--- config.mk ---
export PLATFORM = sky130hd
export DESIGN_NAME = tbase_top
export DESIGN_NICKNAME = d
export VERILOG_FILES = /design/src/rtl/tbase_pkg.sv /design/src/rtl/tbase_regs.sv /design/src/rtl/tbase_prescale.sv /design/src/rtl/tbase_counter.sv /design/src/rtl/tbase_top.sv
export SDC_FILE = /design/constraint.sdc
export NUM_CORES = 1
export LEC_CHECK = 0
export ABC_AREA = 1
export BUFFER_PORTS_ARGS = -buffer_cell sky130_fd_sc_hd__buf_2
export CORE_MARGIN = 1
export CORE_UTILIZATION = 29
export DETAILED_ROUTE_END_ITERATION = 10
export PLACE_DENSITY = 0.49
export SLEW_MARGIN = 15
export SYNTH_ARGS = -nofsm -noshare
export SYNTH_HDL_FRONTEND = slang
export SYNTH_SLANG_ARGS = --single-unit
--- constraint.sdc ---
create_clock -name clk -period 11.13 [get_ports clk]
set_input_delay 0 -clock clk [delete_from_list [all_inputs] [get_ports clk]]
set_output_delay 0 -clock clk [all_outputs]
set_load 0.01 [all_outputs]
--- src/rtl/tbase_pkg.sv ---
package tbase_pkg;

    localparam int SEL_W  = 3;
    localparam int DATA_W = 16;
    localparam int DIV_W  = ((1 << SEL_W) - 1) + $clog2(2 * ((1 << SEL_W) - 1) + 1);

    typedef enum logic [1:0] {
        CM_UP   = 2'b00,
        CM_DOWN = 2'b01,
        CM_UPDN = 2'b10,
        CM_HOLD = 2'b11
    } cnt_mode_e;

    typedef enum logic [1:0] {
        RUN_HALT   = 2'b00,
        RUN_FINISH = 2'b01,
        RUN_FREE_A = 2'b10,
        RUN_FREE   = 2'b11
    } run_mode_e;

    typedef struct packed {
        run_mode_e        run;
        logic             spare13;
        logic [SEL_W-1:0] coarse;
        logic [SEL_W-1:0] fine;
        logic [2:0]       spare6;
        logic             imm_load;
        logic             spare2;
        cnt_mode_e        mode;
    } ctl_t;

    localparam logic [DATA_W-1:0] CTL_RESET = 16'h0003;

    function automatic logic [DIV_W-1:0] tick_divisor(
        input logic [SEL_W-1:0] coarse,
        input logic [SEL_W-1:0] fine
    );
        logic [DIV_W-1:0] pow2;
        logic [DIV_W-1:0] mult;
        pow2 = DIV_W'(1) << coarse;
        mult = (fine == '0) ? DIV_W'(1) : (DIV_W'(fine) << 1);
        return DIV_W'(pow2 * mult);
    endfunction

endpackage

--- src/rtl/tbase_regs.sv ---
module tbase_regs
    import tbase_pkg::*;
#(
    parameter int CNT_W = 16
) (
    input  logic              clk,
    input  logic              rst,
    input  logic              wr_en,
    input  logic              wr_addr,
    input  logic [DATA_W-1:0] wr_data,
    input  logic              load_shadow,
    output ctl_t              ctl_q,
    output logic [CNT_W-1:0]  prd_act
);
    logic [CNT_W-1:0] prd_shadow;
    logic             wr_ctl;
    logic             wr_prd;

    assign wr_ctl = wr_en && (wr_addr == 1'b0);
    assign wr_prd = wr_en && (wr_addr == 1'b1);

    always_ff @(posedge clk) begin
        if (rst) begin
            ctl_q <= ctl_t'(CTL_RESET);
        end else if (wr_ctl) begin
            ctl_q <= ctl_t'(wr_data);
        end
    end

    always_ff @(posedge clk) begin
        if (rst) begin
            prd_shadow <= '0;
            prd_act    <= '0;
        end else begin
            if (wr_prd) begin
                prd_shadow <= wr_data[CNT_W-1:0];
            end
            if (wr_prd && ctl_q.imm_load) begin
                prd_act <= wr_data[CNT_W-1:0];
            end else if (load_shadow && !ctl_q.imm_load) begin
                prd_act <= prd_shadow;
            end
        end
    end
endmodule

--- src/rtl/tbase_prescale.sv ---
module tbase_prescale
    import tbase_pkg::*;
(
    input  logic             clk,
    input  logic             rst,
    input  logic             counting,
    input  logic [SEL_W-1:0] coarse,
    input  logic [SEL_W-1:0] fine,
    output logic             tick
);
    logic [DIV_W-1:0] pre_cnt;
    logic [DIV_W-1:0] div_last;

    assign div_last = tick_divisor(coarse, fine) - DIV_W'(1);
    assign tick     = counting && (pre_cnt >= div_last);

    always_ff @(posedge clk) begin
        if (rst || !counting || tick) begin
            pre_cnt <= '0;
        end else begin
            pre_cnt <= pre_cnt + DIV_W'(1);
        end
    end
endmodule

--- src/rtl/tbase_counter.sv ---
module tbase_counter
    import tbase_pkg::*;
#(
    parameter int CNT_W = 16
) (
    input  logic             clk,
    input  logic             rst,
    input  logic             tick,
    input  cnt_mode_e        mode,
    input  run_mode_e        run,
    input  logic [CNT_W-1:0] prd_act,
    output logic [CNT_W-1:0] cnt,
    output logic             counting
);
    localparam logic [CNT_W-1:0] ONE = CNT_W'(1);

    logic going_down;

    assign counting = (mode != CM_HOLD) && (run != RUN_HALT) &&
                      !((run == RUN_FINISH) && (cnt == '0));

    always_ff @(posedge clk) begin
        if (rst) begin
            cnt        <= '0;
            going_down <= 1'b0;
        end else begin
            if (mode != CM_UPDN) begin
                going_down <= 1'b0;
            end
            if (tick) begin
                unique case (mode)
                    CM_UP: begin
                        cnt <= (cnt >= prd_act) ? '0 : cnt + ONE;
                    end
                    CM_DOWN: begin
                        cnt <= (cnt == '0) ? prd_act : cnt - ONE;
                    end
                    CM_UPDN: begin
                        if (!going_down) begin
                            if (cnt >= prd_act) begin
                                going_down <= 1'b1;
                                cnt        <= (cnt == '0) ? '0 : cnt - ONE;
                            end else begin
                                cnt <= cnt + ONE;
                            end
                        end else begin
                            if (cnt == '0) begin
                                going_down <= 1'b0;
                                cnt        <= (prd_act == '0) ? '0 : ONE;
                            end else begin
                                cnt <= cnt - ONE;
                            end
                        end
                    end
                    default: begin
                        cnt <= cnt;
                    end
                endcase
            end
        end
    end
endmodule

--- src/rtl/tbase_top.sv ---
module tbase_top
    import tbase_pkg::*;
#(
    parameter int CNT_W = 16
) (
    input  logic              clk,
    input  logic              rst,
    input  logic              wr_en,
    input  logic              wr_addr,
    input  logic [DATA_W-1:0] wr_data,
    output logic [CNT_W-1:0]  count,
    output logic              zero_stb,
    output logic              prd_stb
);
    ctl_t             ctl_q;
    logic [CNT_W-1:0] prd_act;
    logic             tick;
    logic             counting;
    logic             load_shadow;

    assign zero_stb    = counting && (count == '0);
    assign prd_stb     = counting && (count == prd_act);
    assign load_shadow = tick && zero_stb;

    tbase_regs #(.CNT_W(CNT_W)) u_regs (
        .clk         (clk),
        .rst         (rst),
        .wr_en       (wr_en),
        .wr_addr     (wr_addr),
        .wr_data     (wr_data),
        .load_shadow (load_shadow),
        .ctl_q       (ctl_q),
        .prd_act     (prd_act)
    );

    tbase_prescale u_pre (
        .clk      (clk),
        .rst      (rst),
        .counting (counting),
        .coarse   (ctl_q.coarse),
        .fine     (ctl_q.fine),
        .tick     (tick)
    );

    tbase_counter #(.CNT_W(CNT_W)) u_cnt (
        .clk      (clk),
        .rst      (rst),
        .tick     (tick),
        .mode     (ctl_q.mode),
        .run      (ctl_q.run),
        .prd_act  (prd_act),
        .cnt      (count),
        .counting (counting)
    );
endmodule

== After elaboration in Yosys (flattened, before gate mapping) ==
Index checks and enable logic that the tools add are counted.

* Word-level logic and storage cells: 66
* Bits in registers: 71
* Output and inout bits: 18

* Eq/ne operators: 6
* $mul: 1
* Shift-type cells: 1
* Mux-type cells: 17
* Reductions and logical operators: 24
* Bitwise gates (word level): 1
* Order comparisons: 2
* Add/subtract/negate cells: 4

{| class="wikitable"
|+ Operators with widths
! cell !! number
|-
| $mux W16 || 8
|-
| $pmux W16 S3 || 1
|-
| $logic_not A16 Y1 || 2
|-
| $add A16 B1 Y16 const B || 1
|-
| $eq A16 B16 Y1 || 1
|-
| $ge A16 B16 Y1 || 1
|-
| $sub A16 B1 Y16 const B || 1
|-
| $add A11 B1 Y11 const B || 1
|-
| $ge A11 B11 Y1 || 1
|-
| $logic_and A1 B1 Y1 || 11
|-
| $mul A11 B11 Y11 || 1
|-
| $shl A1 B3 Y11 const A || 1
|-
| $sub A11 B1 Y11 const B || 1
|-
| $mux W1 || 7
|-
| $eq A2 B1 Y1 const B || 2
|-
| $mux W4 || 1
|-
| $ne A2 B2 Y1 const B || 2
|-
| $reduce_bool A2 Y1 || 2
|-
| $logic_not A1 Y1 || 3
|-
| $logic_not A3 Y1 || 1
|-
| $reduce_bool A3 Y1 || 1
|-
| $eq A2 B2 Y1 const B || 1
|-
| $logic_not A2 Y1 || 1
|-
| $logic_or A1 B1 Y1 || 2
|-
| other kinds (2) || 2
|}

== Longest topological paths before layout ==
* Depth in word-level cells: 10
* Gate-level depth with buffers: 28
* Depth with buffers taken out: 28

== Hierarchy ==
A second synthesis with hierarchy kept.

* Cell total of the unflattened synthesis: 1,174
* Area, all modules: 7,279.5 um2

{| class="wikitable"
|+ By module, submodules not included
! module !! sequential area each (um2) !! cells an instance !! area an instance (um2) !! times used
|-
| tbase_counter || 340.3 || 527 || 2,912.8 || 1
|-
| tbase_regs || 960.9 || 268 || 2,011.9 || 1
|-
| tbase_prescale || 220.2 || 298 || 2,004.4 || 1
|-
| tbase_top || 0.0 || 81 || 350.3 || 1
|}

== Least setup slack after synthesis ==
No wires, ideal clock.

* Path type: flip-flop to flip-flop
* Start point: reg, netlist name u_regs.ctl_q[10]
* End point: reg u_regs.prd_act[10]
* Setup time: 0.142 ns
* Clock period less this slack: 4.951 ns
* Path slack: 6.179 ns
* Arrival time: 4.810 ns
* Path buffers: 1
* Stages on the path, launching flop included: 28
* Path through: dfxtp_1 inv_1 nor3_1 nand2_1 ha_1 inv_1 fa_1 inv_1 fa_1 inv_1 ha_1 a21oi_1 o21ai_0 a21o_1 a21oi_1 o21ai_0 a21oi_1 xor2_1 ha_1 nand2_1 nor2_1 a211oi_1 nand4_1 nand3_4 nand2_4 buf_12 nand2_2 a21oi_2

* Longest elaborated chain between the ends: 8

{| class="wikitable"
|+ RTL lines
! what !! RTL line !! RTL
|-
| $shl A1 B3 Y11 || tbase_pkg.sv:40 || <nowiki>pow2 = DIV_W'(1) << coarse;</nowiki>
|-
| $mul A11 B11 Y11 || tbase_pkg.sv:42 || <nowiki>return DIV_W'(pow2 * mult);</nowiki>
|-
| $sub A11 B1 Y11 || tbase_prescale.sv:14 || <nowiki>assign div_last = tick_divisor(coarse, fine) - DIV_W'(1);</nowiki>
|-
| $ge A11 B11 Y1 || tbase_prescale.sv:15 || <nowiki>assign tick = counting && (pre_cnt >= div_last);</nowiki>
|-
| $logic_and A1 B1 Y1 || tbase_prescale.sv:15 ||
|-
| $logic_and A1 B1 Y1 || tbase_top.sv:23 || <nowiki>assign load_shadow = tick && zero_stb;</nowiki>
|-
| $logic_and A1 B1 Y1 || tbase_regs.sv:40 || <nowiki>end else if (load_shadow && !ctl_q.imm_load) begin</nowiki>
|-
| $reduce_bool A2 Y1 (no line) || -- ||
|-
| end signal, assigned || tbase_regs.sv:39 || <nowiki>prd_act <= wr_data[CNT_W-1:0];</nowiki>
|-
| end signal, assigned || tbase_regs.sv:41 || <nowiki>prd_act <= prd_shadow;</nowiki>
|-
| end, declared || tbase_regs.sv:13 || <nowiki>output logic [CNT_W-1:0] prd_act</nowiki>
|}

No other way between the ends.
A chain may end at the register's enable or synchronous reset.

== Worst setup path in the final report ==
* Start point: reg, netlist name u_regs.ctl_q[10]
* End point: reg u_pre.pre_cnt[2]

* Longest elaborated chain between the ends: 6

{| class="wikitable"
|+ RTL lines
! what !! RTL line !! RTL
|-
| $shl A1 B3 Y11 || tbase_pkg.sv:40 ||
|-
| $mul A11 B11 Y11 || tbase_pkg.sv:42 ||
|-
| $sub A11 B1 Y11 || tbase_prescale.sv:14 ||
|-
| $ge A11 B11 Y1 || tbase_prescale.sv:15 ||
|-
| $logic_and A1 B1 Y1 || tbase_prescale.sv:15 ||
|-
| $logic_or A1 B1 Y1 || tbase_prescale.sv:18 || <nowiki>if (rst || !counting || tick) begin</nowiki>
|-
| end signal, assigned || tbase_prescale.sv:21 || <nowiki>pre_cnt <= pre_cnt + DIV_W'(1);</nowiki>
|-
| end, declared || tbase_prescale.sv:11 || <nowiki>logic [DIV_W-1:0] pre_cnt;</nowiki>
|}

No other way between the ends.

==> metrics.txt <==
#FFs+latches synth 71; # IOs 38; critical path class reg -> reg; syn nets 1093; Reg power frac 35.9%; fin crit period 5800 ps; # DRC 0; clk slew on worst S/H paths 70 ps; core box area 21800 um^2; sw frac 30.5%; Hold WS 127 ps; outcome complete, no violations; slowest CP cell fa_1; worst ir drop on vdd 0.0000870 V; wire per inst 14.4 um; Core Rows 54; worst slack at placement 5380 ps; Setup Fix Bufs, Post-CTS 0; global-route wire length before repair 30600 um; final worst slack 5330 ps; Clock Latency Late Sink 350 ps; synthesized area 6470 um^2; total grt overflow 0; CP Max Fanout 33; clk sinks 71; final net count 1113; # resized after CTS 0; initial drt markers 394; Rel. slew slack 29.7%; crit-path most repeated cell inv_1; Cells after Synth 1005; final wirelength 18900 um; Total Neg Setup Slack 0 ps; Die ar. 22900 um^2; Die X 151 um; RSZ-0062 raised after global routing no; Hold WC Path Type in -> reg; input/output buffers 37; Crit path required time 11390 ps; CTS tree yes; P per Cell Area 103 nW/um^2; ratio of final minimum period to clock period 52.1%; Setup Viol. Count Final 0; Die H 151 um; Initial Utilization 29.7%; critical path arrival 6060 ps; ys async rst share 0%; DRT Pass-1 Iters 5; Slew Limit Fails 0; Critical Path Source Type register; CP Capture Type register; final hold vios 0; Synth area leaders dfxtp_1 (22%), nand2_1 (14%), ha_1 (11%); P_sw 0.000227 W; top-area cell type share of the netlist area 22.0%; Ant. Diodes 0; Power, Total 0.000745 W; Post-DP HPWL 14400 um; Inserted Clock Buffers 9; Clock Power Share 42.8%; Max Clk Rate 172 MHz; via count 6306; logic gate share of total power 21.3%; clk root buf clkbuf_16; Yosys warnings 0; Post-DP Area 6770 um^2; Final Cell Area 7250 um^2; Area growth syn-to-layout 12.1%; top-count cell post-synth nand2_1; Int Power 0.000517 W; clock tree buffer depth 2; H-tree Lvls 3; number of global-route vias before repair 5719; Least-Margin Pin Slew 1050 ps; initial antenna violation count 0; max_cap viols 0; Leak Pwr 3.31 nW; Worst Skew 10.6 ps; layout cells sized above 1 9.71%; count of cell types in the netlist 47; EDFF count, synth 0; Synth area leader dfxtp_1; largest net degree at the start of global routing 41; vias per std cell 4.81; Commonest cells post-synth nand2_1 (245), inv_1 (136), nor2_1 (95); sequential share of the synthesized area 22.0%; Final ANT Viol Nets 0; prevailing post-synth register cell dfxtp_1; peak per-stage delay on the critical path 520 ps; Avg Inst Size Synth 6.44 um^2; gpl congestion 0.871; Tot GR Track Use 17.3%
==> worst max-delay path, delay by kind of cell (launching register included) <==
kind	cells	cell delay, ps
AOI/OAI and AO/OA	6	1040
xor gates and xnor gates	1	130
and+or+nand+nor	9	1850
adders and majority gates	5	1980
DFF	1	410
buffers and inverters	4	270
==> stage by stage <==
step	util, %	cells
after floorplan	-	1005
after global placement	31.0	1278
after detailed placement	31.0	1278
after CTS	33.2	1310
after global routing	33.2	1310
final	33.2	1310
==> sequential cells by signal, summed over array words and instances (netlist names) <==
register           cells
u_cnt.going_down       1
u_cnt.cnt             16
u_pre.pre_cnt         11
u_regs.ctl_q          11
u_regs.prd_act        16
u_regs.prd_shadow     16
==> worst paths after layout <==
| path | startpoint | to | slack [ps] | depth (start not counted) |
|---|---|---|---|---|
| worst max-delay path | u_regs.ctl_q[10]$_SDFFE_PP0P_ | u_pre.pre_cnt[2]$_SDFF_PP0_ | 5330 | 25 |
| worst min-delay path | wr_en | u_regs.prd_shadow[4]$_SDFFE_PP0P_ | 130 | 3 |
| worst max register to register | u_regs.ctl_q[10]$_SDFFE_PP0P_ | u_pre.pre_cnt[2]$_SDFF_PP0_ | 5330 | 25 |
| worst min register to register | u_regs.prd_shadow[4]$_SDFFE_PP0P_ | u_regs.prd_shadow[4]$_SDFFE_PP0P_ | 450 | 2 |
==> area by class of cell <==
type | instances | area [um^2]
Timing Repair Buffer | 53 | 345
Multi-Input combinational cell | 747 | 4280
Inverter | 143 | 539
Clock inverter | 6 | 92.6
Clock buffer | 10 | 229
Sequential cell | 71 | 1420
Fill cell | 2439 | 14600
Tap cell | 280 | 350
==> power groups by stage <==
| stage | Sequential [W] | Combinational (W) | Clock [W] |
|---|---|---|---|
| floorplan | 0.000270 | 0.000118 | 0 |
| global placement | 0.000273 | 0.000154 | 0 |
| detailed placement | 0.000273 | 0.000155 | 0 |
| CTS | 0.000267 | 0.000160 | 0.000326 |
| global route | 0.000268 | 0.000181 | 0.000335 |
| finish | 0.000267 | 0.000159 | 0.000319 |
==> placed cells by master (no fill, tap or decap), types with 3 or more instances in the layout <==
master and n:
nand2_1 245, inv_1 135, nor2_1 95, a21oi_1 86, dfxtp_1 71, o21ai_0 67, ha_1 55, nand3_1 54
buf_2 37, xor2_1 21, nand4_1 20, nor3_1 16, dlygate4sd3_1 16, nand2_2 13, fa_1 13, a21oi_2 10
clkbuf_16 9, xnor2_1 7, o211ai_1 7, clkinv_1 4, nand2_4 4, nor4_1 4, inv_2 3, nor2_4 3
nor2_2 3, or2_2 3
==> metal layers <==
metal | GRT usage [%] | part of all wire, % | wire length (um)
met2 | 27.3 | 45 | 8420
met1 | 24.0 | 51 | 9550
met5 | 0 | 0 | 0
met4 | 5.90 | 1.9 | 367
met3 | 2.23 | 3.0 | 564
==> logic make-up (layout without fill, tap and decap cells) <==
group           after synthesis  count (layout)  share of synthesized area (%)
compound gates              180             180                           15.1
xor+xnor                     28              28                           3.79
buf+inv                     187             212                           11.9
simple gates                471             471                           32.6
flops                        71              71                           22.0
fa+ha+maj                    68              68                           14.7
==> repair_timing <==
item | in CTS | in global routing
hold buffers | 16 | 0
setup endpoints to repair | 0 | 0
hold endpoints to repair | 26 | 0
Note: power is estimated with default switching activity, not from simulation.
